### src/rtl/fpsu_pkg.sv
package fpsu_pkg;

    localparam int EXC_W = 5;
    localparam int RND_W = 2;

    typedef enum logic [1:0] {
        RM_NEAR_EVEN = 2'd0,
        RM_TO_ZERO   = 2'd1,
        RM_DOWN      = 2'd2,
        RM_UP        = 2'd3
    } rnd_mode_e;

    typedef enum logic {
        SEQ_IDLE = 1'b0,
        SEQ_BUSY = 1'b1
    } seq_state_e;

    typedef enum logic [1:0] {
        WS_MODE   = 2'd0,
        WS_FLAGS  = 2'd1,
        WS_ENABLE = 2'd2,
        WS_NONE   = 2'd3
    } wr_sel_e;

endpackage

### src/rtl/fpsu_seq.sv
module fpsu_seq
    import fpsu_pkg::*;
(
    input  logic clk,
    input  logic rst_n,
    input  logic start_i,
    input  logic end_i,
    output logic launch_o,
    output logic retire_o,
    output logic busy_o
);

    seq_state_e state_q, state_d;

    // next-state logic: LAUNCH and RETIRE transitions
    always_comb begin
        state_d = state_q;
        unique case (state_q)
            SEQ_IDLE: if (start_i) state_d = SEQ_BUSY;
            SEQ_BUSY: if (end_i)   state_d = SEQ_IDLE;
            default:               state_d = SEQ_IDLE;
        endcase
    end

    always_ff @(posedge clk) begin
        if (!rst_n) state_q <= SEQ_IDLE;
        else        state_q <= state_d;
    end

    // output logic
    always_comb begin
        launch_o = 1'b0;
        retire_o = 1'b0;
        busy_o   = 1'b0;
        unique case (state_q)
            SEQ_IDLE: launch_o = start_i;
            SEQ_BUSY: begin
                busy_o   = 1'b1;
                retire_o = end_i;
            end
            default: ;
        endcase
    end

    // a launch always opens an operation, a retire always closes it
    a_r10_launch_opens: assert property (@(posedge clk) disable iff (!rst_n)
        launch_o |=> busy_o);
    a_r10_retire_closes: assert property (@(posedge clk) disable iff (!rst_n)
        retire_o |=> !busy_o);
    a_r10_idle_start_only: assert property (@(posedge clk) disable iff (!rst_n)
        (!busy_o && !start_i) |=> !busy_o);

endmodule

### src/rtl/fpsu_round.sv
module fpsu_round
    import fpsu_pkg::*;
#(
    parameter int MODE_W = RND_W,
    localparam int SEL_N = 1 << MODE_W
) (
    input  logic              clk,
    input  logic              rst_n,
    input  logic              mode_wr_i,
    input  logic [MODE_W-1:0] mode_data_i,
    input  logic              launch_i,
    output logic [MODE_W-1:0] mode_o,
    output logic [SEL_N-1:0]  onehot_o
);

    logic [MODE_W-1:0] mode_q;
    logic [SEL_N-1:0]  sel_q;
    logic [SEL_N-1:0]  sel_dec;

    // one decoder leg per rounding encoding
    for (genvar k = 0; k < SEL_N; k++) begin : g_dec
        assign sel_dec[k] = (mode_q == MODE_W'(k));
    end

    always_ff @(posedge clk) begin
        if (!rst_n) begin
            mode_q <= '0;
            sel_q  <= SEL_N'(1);
        end else begin
            if (mode_wr_i) mode_q <= mode_data_i;
            if (launch_i)  sel_q  <= sel_dec;
        end
    end

    assign mode_o   = mode_q;
    assign onehot_o = sel_q;

    // select is always a single bit, follows the field at launch, held otherwise
    a_r2_single_bit: assert property (@(posedge clk) disable iff (!rst_n)
        $countones(sel_q) == 1);
    a_r2_decode_at_launch: assert property (@(posedge clk) disable iff (!rst_n)
        launch_i |=> (sel_q == (SEL_N'(1) << $past(mode_q))));
    a_r2_held_between: assert property (@(posedge clk) disable iff (!rst_n)
        !launch_i |=> $stable(sel_q));

endmodule

### src/rtl/fpsu_flags.sv
module fpsu_flags
    import fpsu_pkg::*;
#(
    parameter int NEXC = EXC_W
) (
    input  logic            clk,
    input  logic            rst_n,
    input  logic            launch_i,
    input  logic            retire_i,
    input  logic [NEXC-1:0] exc_i,
    input  logic            flag_wr_i,
    input  logic            en_wr_i,
    input  logic [NEXC-1:0] wr_data_i,
    output logic [NEXC-1:0] flags_o,
    output logic [NEXC-1:0] enables_o,
    output logic [NEXC-1:0] op_exc_o,
    output logic            trap_o,
    output logic [NEXC-1:0] cause_o
);

    logic [NEXC-1:0] flags_q, en_q, rec_q, cause_q;
    logic            trap_q;
    logic [NEXC-1:0] fresh;     // flag goes 0 -> 1 now
    logic [NEXC-1:0] trap_bit;  // fresh and enabled
    logic            merge_ok;

    assign merge_ok = retire_i && !flag_wr_i;

    for (genvar b = 0; b < NEXC; b++) begin : g_bit
        assign fresh[b]    = exc_i[b] && !flags_q[b];
        assign trap_bit[b] = fresh[b] && en_q[b];
    end

    always_ff @(posedge clk) begin
        if (!rst_n) begin
            flags_q <= '0;
            en_q    <= '0;
            rec_q   <= '0;
            cause_q <= '0;
            trap_q  <= 1'b0;
        end else begin
            if (en_wr_i) en_q <= wr_data_i;

            if (flag_wr_i)     flags_q <= wr_data_i;
            else if (retire_i) flags_q <= flags_q | fresh;

            if (launch_i)      rec_q <= '0;
            else if (retire_i) rec_q <= exc_i;

            trap_q  <= merge_ok && (|trap_bit);
            cause_q <= merge_ok ? trap_bit : '0;
        end
    end

    assign flags_o   = flags_q;
    assign enables_o = en_q;
    assign op_exc_o  = rec_q;
    assign trap_o    = trap_q;
    assign cause_o   = cause_q;

    // record cleared by launch
    a_r3_clear_on_launch: assert property (@(posedge clk) disable iff (!rst_n)
        launch_i |=> (rec_q == '0));
    // without a software write no flag ever drops
    a_r4_sticky: assert property (@(posedge clk) disable iff (!rst_n)
        !flag_wr_i |=> ((flags_q & $past(flags_q)) == $past(flags_q)));
    // a trap names only bits that were clear and are now set
    a_r5_cause_fresh: assert property (@(posedge clk) disable iff (!rst_n)
        trap_o |-> (((cause_q & $past(flags_q)) == '0) && ((cause_q & flags_q) == cause_q)));
    a_r5_cause_nonzero: assert property (@(posedge clk) disable iff (!rst_n)
        trap_o == (cause_q != '0));
    // empty retirement is silent
    a_r7_quiet: assert property (@(posedge clk) disable iff (!rst_n)
        (retire_i && (exc_i == '0) && !flag_wr_i) |=> ($stable(flags_q) && !trap_o));
    // single-cycle pulse, only after a retirement
    a_r8_pulse: assert property (@(posedge clk) disable iff (!rst_n)
        trap_o |=> !trap_o);
    a_r8_after_retire: assert property (@(posedge clk) disable iff (!rst_n)
        !retire_i |=> !trap_o);
    // software write wins over same-cycle merge
    a_r9_write_wins: assert property (@(posedge clk) disable iff (!rst_n)
        flag_wr_i |=> ((flags_q == $past(wr_data_i)) && !trap_o));

endmodule

### src/rtl/fpsu_top.sv
module fpsu_top
    import fpsu_pkg::*;
#(
    parameter int NEXC   = EXC_W,
    parameter int MODE_W = RND_W,
    localparam int SEL_N = 1 << MODE_W
) (
    input  logic              clk,
    input  logic              rst_n,
    input  logic              op_start_i,
    input  logic              op_end_i,
    input  logic [NEXC-1:0]   op_exc_i,
    input  logic              wr_en_i,
    input  logic [1:0]        wr_sel_i,
    input  logic [NEXC-1:0]   wr_data_i,
    output logic [MODE_W-1:0] rnd_mode_o,
    output logic [SEL_N-1:0]  rnd_onehot_o,
    output logic              op_busy_o,
    output logic [NEXC-1:0]   op_exc_o,
    output logic [NEXC-1:0]   flags_o,
    output logic [NEXC-1:0]   enables_o,
    output logic              trap_o,
    output logic [NEXC-1:0]   trap_cause_o
);

    logic    launch, retire;
    logic    mode_wr, flag_wr, en_wr;
    wr_sel_e sel;

    // write target decode
    always_comb begin
        sel     = wr_sel_e'(wr_sel_i);
        mode_wr = 1'b0;
        flag_wr = 1'b0;
        en_wr   = 1'b0;
        if (wr_en_i) begin
            unique case (sel)
                WS_MODE:   mode_wr = 1'b1;
                WS_FLAGS:  flag_wr = 1'b1;
                WS_ENABLE: en_wr   = 1'b1;
                WS_NONE:   ;
                default:   ;
            endcase
        end
    end

    fpsu_seq u_seq (
        .clk      (clk),
        .rst_n    (rst_n),
        .start_i  (op_start_i),
        .end_i    (op_end_i),
        .launch_o (launch),
        .retire_o (retire),
        .busy_o   (op_busy_o)
    );

    fpsu_round #(.MODE_W(MODE_W)) u_round (
        .clk         (clk),
        .rst_n       (rst_n),
        .mode_wr_i   (mode_wr),
        .mode_data_i (wr_data_i[MODE_W-1:0]),
        .launch_i    (launch),
        .mode_o      (rnd_mode_o),
        .onehot_o    (rnd_onehot_o)
    );

    fpsu_flags #(.NEXC(NEXC)) u_flags (
        .clk       (clk),
        .rst_n     (rst_n),
        .launch_i  (launch),
        .retire_i  (retire),
        .exc_i     (op_exc_i),
        .flag_wr_i (flag_wr),
        .en_wr_i   (en_wr),
        .wr_data_i (wr_data_i),
        .flags_o   (flags_o),
        .enables_o (enables_o),
        .op_exc_o  (op_exc_o),
        .trap_o    (trap_o),
        .cause_o   (trap_cause_o)
    );

    // the no-target selector touches no register
    a_r11_none_sel: assert property (@(posedge clk) disable iff (!rst_n)
        (wr_en_i && wr_sel_i == 2'd3 && !op_start_i && !op_end_i) |=>
            ($stable(flags_o) && $stable(enables_o) && $stable(rnd_mode_o)));

endmodule

### config.mk
export PLATFORM = sky130hd
export DESIGN_NAME = fpsu_top
export DESIGN_NICKNAME = d
export VERILOG_FILES = /design/src/rtl/fpsu_pkg.sv /design/src/rtl/fpsu_seq.sv /design/src/rtl/fpsu_round.sv /design/src/rtl/fpsu_flags.sv /design/src/rtl/fpsu_top.sv
export SDC_FILE = /design/constraint.sdc
export NUM_CORES = 1
export LEC_CHECK = 0
export CORE_MARGIN = 2
export CORE_UTILIZATION = 53
export DETAILED_ROUTE_END_ITERATION = 16
export DONT_BUFFER_PORTS = 1
export PLACE_DENSITY = 0.71
export SYNTH_ARGS = -nofsm -noshare
export SYNTH_HDL_FRONTEND = slang
export SYNTH_SLANG_ARGS = --single-unit
### constraint.sdc
create_clock -name clk -period 1.02 [get_ports clk]
set_input_delay 0.153 -clock clk [delete_from_list [all_inputs] [get_ports clk]]
set_output_delay 0.153 -clock clk [all_outputs]
set_load 0.02 [all_outputs]
==> impl_metrics.yaml <==
worst_setup_path:
  r2r_end: "u_flags.op_exc_o[0]$_SDFFE_PP0P_"
  crit_path_end_kind: "output pin"
  rr_worst_depth: 3
  critPathSlowestCell: "dfxtp_4"
  rrSetupSlack_ns: 0
  cpPeakStageDelay_ns: 0.42
  crit_family: "flip-flops"
  cp_data_arrival_time_ns: 0.87
  cp_cell_sequence: "buf_6"
  worst-path-buf-inv: 1
  r2r-start: "u_seq.state_q$_SDFF_PN0_"
  required_ns: 0.87
  crit_end: "op_busy_o"
  worstPathMaxFanout: 6
  critPathKind: "flip-flop to output pin"
  crit_path_start_kind: "flip-flop"
  cp.depth: 1
  startpoint: "u_seq.state_q$_SDFF_PN0_"
synthesis:
  yosysTopAreaCell: "dfxtp_1"
  synth_edf_count: 0
  synth_warnings: 0
  syn-cell-area_sq_um: 1100
  post-synth-top-count-cell: "dfxtp_1"
  synth_compound_area_share_pct: 14.4
  synthDistinctLibCells: 23
  synthTopCellsByCount: "dfxtp_1, nor2b_1, a21oi_1, mux2i_1, nand3b_1"
  ys_seq_elements: 28
  synth_top_area_share_pct: 51.1
  syn_area_per_cell_sq_um: 10.5
  async_flop_share_pct: 0
  synth_nets: 121
  ys_seq_area_share_pct: 51.1
  ys.flop_type: "dfxtp_1"
  synth_adder_area_share_pct: 0
  synthMuxAreaShare_pct: 7.31
  synth_top_family_by_area: "simple AND/OR/NAND/NOR gates"
  synth-simple-area-share_pct: 24.4
  synth_area_leaders: "dfxtp_1, nor2b_1, mux2i_1, nand3b_1, a21oi_1"
  synth_xor_area_share_pct: 0
  synthCells: 104
hold_path:
  min_path_type: "input port to flip-flop"
  hold_depth: 1
clock_tree:
  numCtsBuffers: 3
  clk_pin_slew_ns: 0.14
  cts_root_buf: "clkbuf_4"
  htree_levels: 1
  clk_latency_ns: 0.33
  cts_tree: "done"
  clk_path_buf_depth: 2
  clock-sinks: 28
placement:
  globalplace.congestion: 0.757
  dp_hpwl_um: 1710
  post-place-ws_ns: -0.0213
  place_inst: 141
  io_buffers: 0
die:
  die_y_um: 49.5
  num_rows: 16
  die_w_um: 49.5
  initial_core_util_pct: 55.9
  core_area_sq_um: 1960
  io-pin-count: 45
  die_area_sq_um: 2450
pwr:
  power.switching_mw: 0.483
  power_density_nw_per_um2: 1370
  power_frac_seq_pct: 59.3
  leakage_nw: 0.552
  p_int_mw: 1.50
  p_total_mw: 1.99
  clock_power_share_pct: 27.2
  combPwrFrac_pct: 13.5
  swShare_pct: 24.3
  worst_ir_drop_vdd_v: 0.00118
layout:
  diodes: 0
  fill_cells: 166
  nNetsFinal: 147
  areaGrowthSynthToFinish_pct: 32.2
  drive_gt1_share_pct: 37.2
  layout.cells.non_filler: 156
sta:
  tightest_slew_ns: 0.256
  whs_ns: -0.112
  hold_violations: 23
  period_needed_ns: 1.03
  fin_skew_ns: 0.00296
  maxSlewHeadroom_pct: 82.6
  fmax_ghz: 0.974
  setup_viol: 2
  slew_viol_final: 0
  grt_setup_unrepaired: "yes"
  setup_ws_ns: -0.00673
  fin_crit_sh_pct: 101
grt:
  overflow: 0
  grt_start_max_net_pins: 24
  grt_pass1_vias: 768
  grt_pass1_wl_um: 3790
  antenna_found_initial: 0
  grt_use_total_pct: 20.4
detailed_routing:
  wirelength_um: 2530
  ant_nets: 0
  drt_iter0_markers: 11
  via_per_inst: 5.60
  wl_per_cell_um: 16.2
  drc: 0
  dr.pass1.iters: 4
  num_vias: 873
flow_run:
  max_cap_viol_count: 0
status:
  violations: "hold timing, setup timing"
  outcome: "finished, violations left"
[power groups by stage]
stage | clock [mW] | combinational [mW] | sequential, mW
after floorplan | 0 | 0.122 | 1.22
after global placement | 0 | 0.201 | 1.19
after detailed placement | 0 | 0.205 | 1.19
after CTS | 0.548 | 0.231 | 1.17
after global routing | 0.604 | 0.285 | 1.18
final | 0.541 | 0.268 | 1.18
[logic make-up (layout without fill, tap and decap cells)]
family	count (synthesis)	count (layout)
AOI/OAI and AO/OA	26	26
buffers and inverters	4	29
DFF	28	28
muxes	8	8
and+or+nand+nor	38	38
[repair_timing]
action,CTS,global route
buffers inserted,1,3
resized for setup,9,27
setup endpoints to repair,10,23
hold buffers,5,2
pin swaps,0,2
hold endpoints to repair,28,25
[registers in the layout (all words and copies together), names as in the netlist]
signal,cells
u_flags.cause_o,5
u_flags.flags_o,5
u_seq.state_q,1
u_round.mode_o,2
u_round.onehot_o,4
u_flags.op_exc_o,5
u_flags.trap_o,1
u_flags.enables_o,5
[worst min path at each step]
stage | from | slack, ns | endpoint
floorplan | rst_n | 0.30 | u_seq.state_q$_SDFF_PN0_
global placement | rst_n | 0.25 | u_round.onehot_o[0]$_SDFFE_PN1P_
detailed placement | rst_n | 0.25 | u_round.onehot_o[0]$_SDFFE_PN1P_
CTS | rst_n | -0.10 | u_round.onehot_o[0]$_SDFFE_PN1P_
global route | rst_n | -0.13 | u_round.onehot_o[0]$_SDFFE_PN1P_
finish | rst_n | -0.11 | u_round.onehot_o[0]$_SDFFE_PN1P_
[cells in the final DEF, fill, tap and decap left out, types with 4 or more instances in the layout]
master          n
a21boi_0        4
buf_4           4
mux2i_1         7
buf_6          14
dlygate4sd3_1   7
nand3b_1        7
a21oi_1        10
dfxtp_2        13
nor2b_1        13
nand2_1         4
dfxtp_1        13
o21ai_0         5
[area by class of cell]
class                      instances  area, sq um  area share, %
clock buffer                       4         36.3           2.50
multi-input combinational         72          537           37.0
timing repair buffer              25          258           17.8
tap                               27         33.8           2.33
sequential                        28          584           40.3
[through the flow]
| stage | hold WS, ns | instance area (sq um) | TNS, ns | utilization, % |
|---|---|---|---|---|
| after global placement | 0.252 | 1210 | 0 | 61.9 |
| final | -0.112 | 1450 | -0.00867 | 73.9 |
| after detailed placement | 0.252 | 1210 | -0.0213 | 61.9 |
| after CTS | -0.101 | 1330 | -0.00412 | 67.9 |
| after floorplan | 0.296 | 1100 | 0 | - |
| after global routing | -0.132 | 1450 | -0.370 | 73.9 |
[layer usage]
metal  up-vias  global-route usage (%)  wire (um)
li1        420                       -          -
met1       417                    24.3       1030
met2        34                    33.1       1290
met3         2                    9.39        189
met4         0                    5.56         12
met5         -                       0          0
Power figures use the tool's default switching activity.
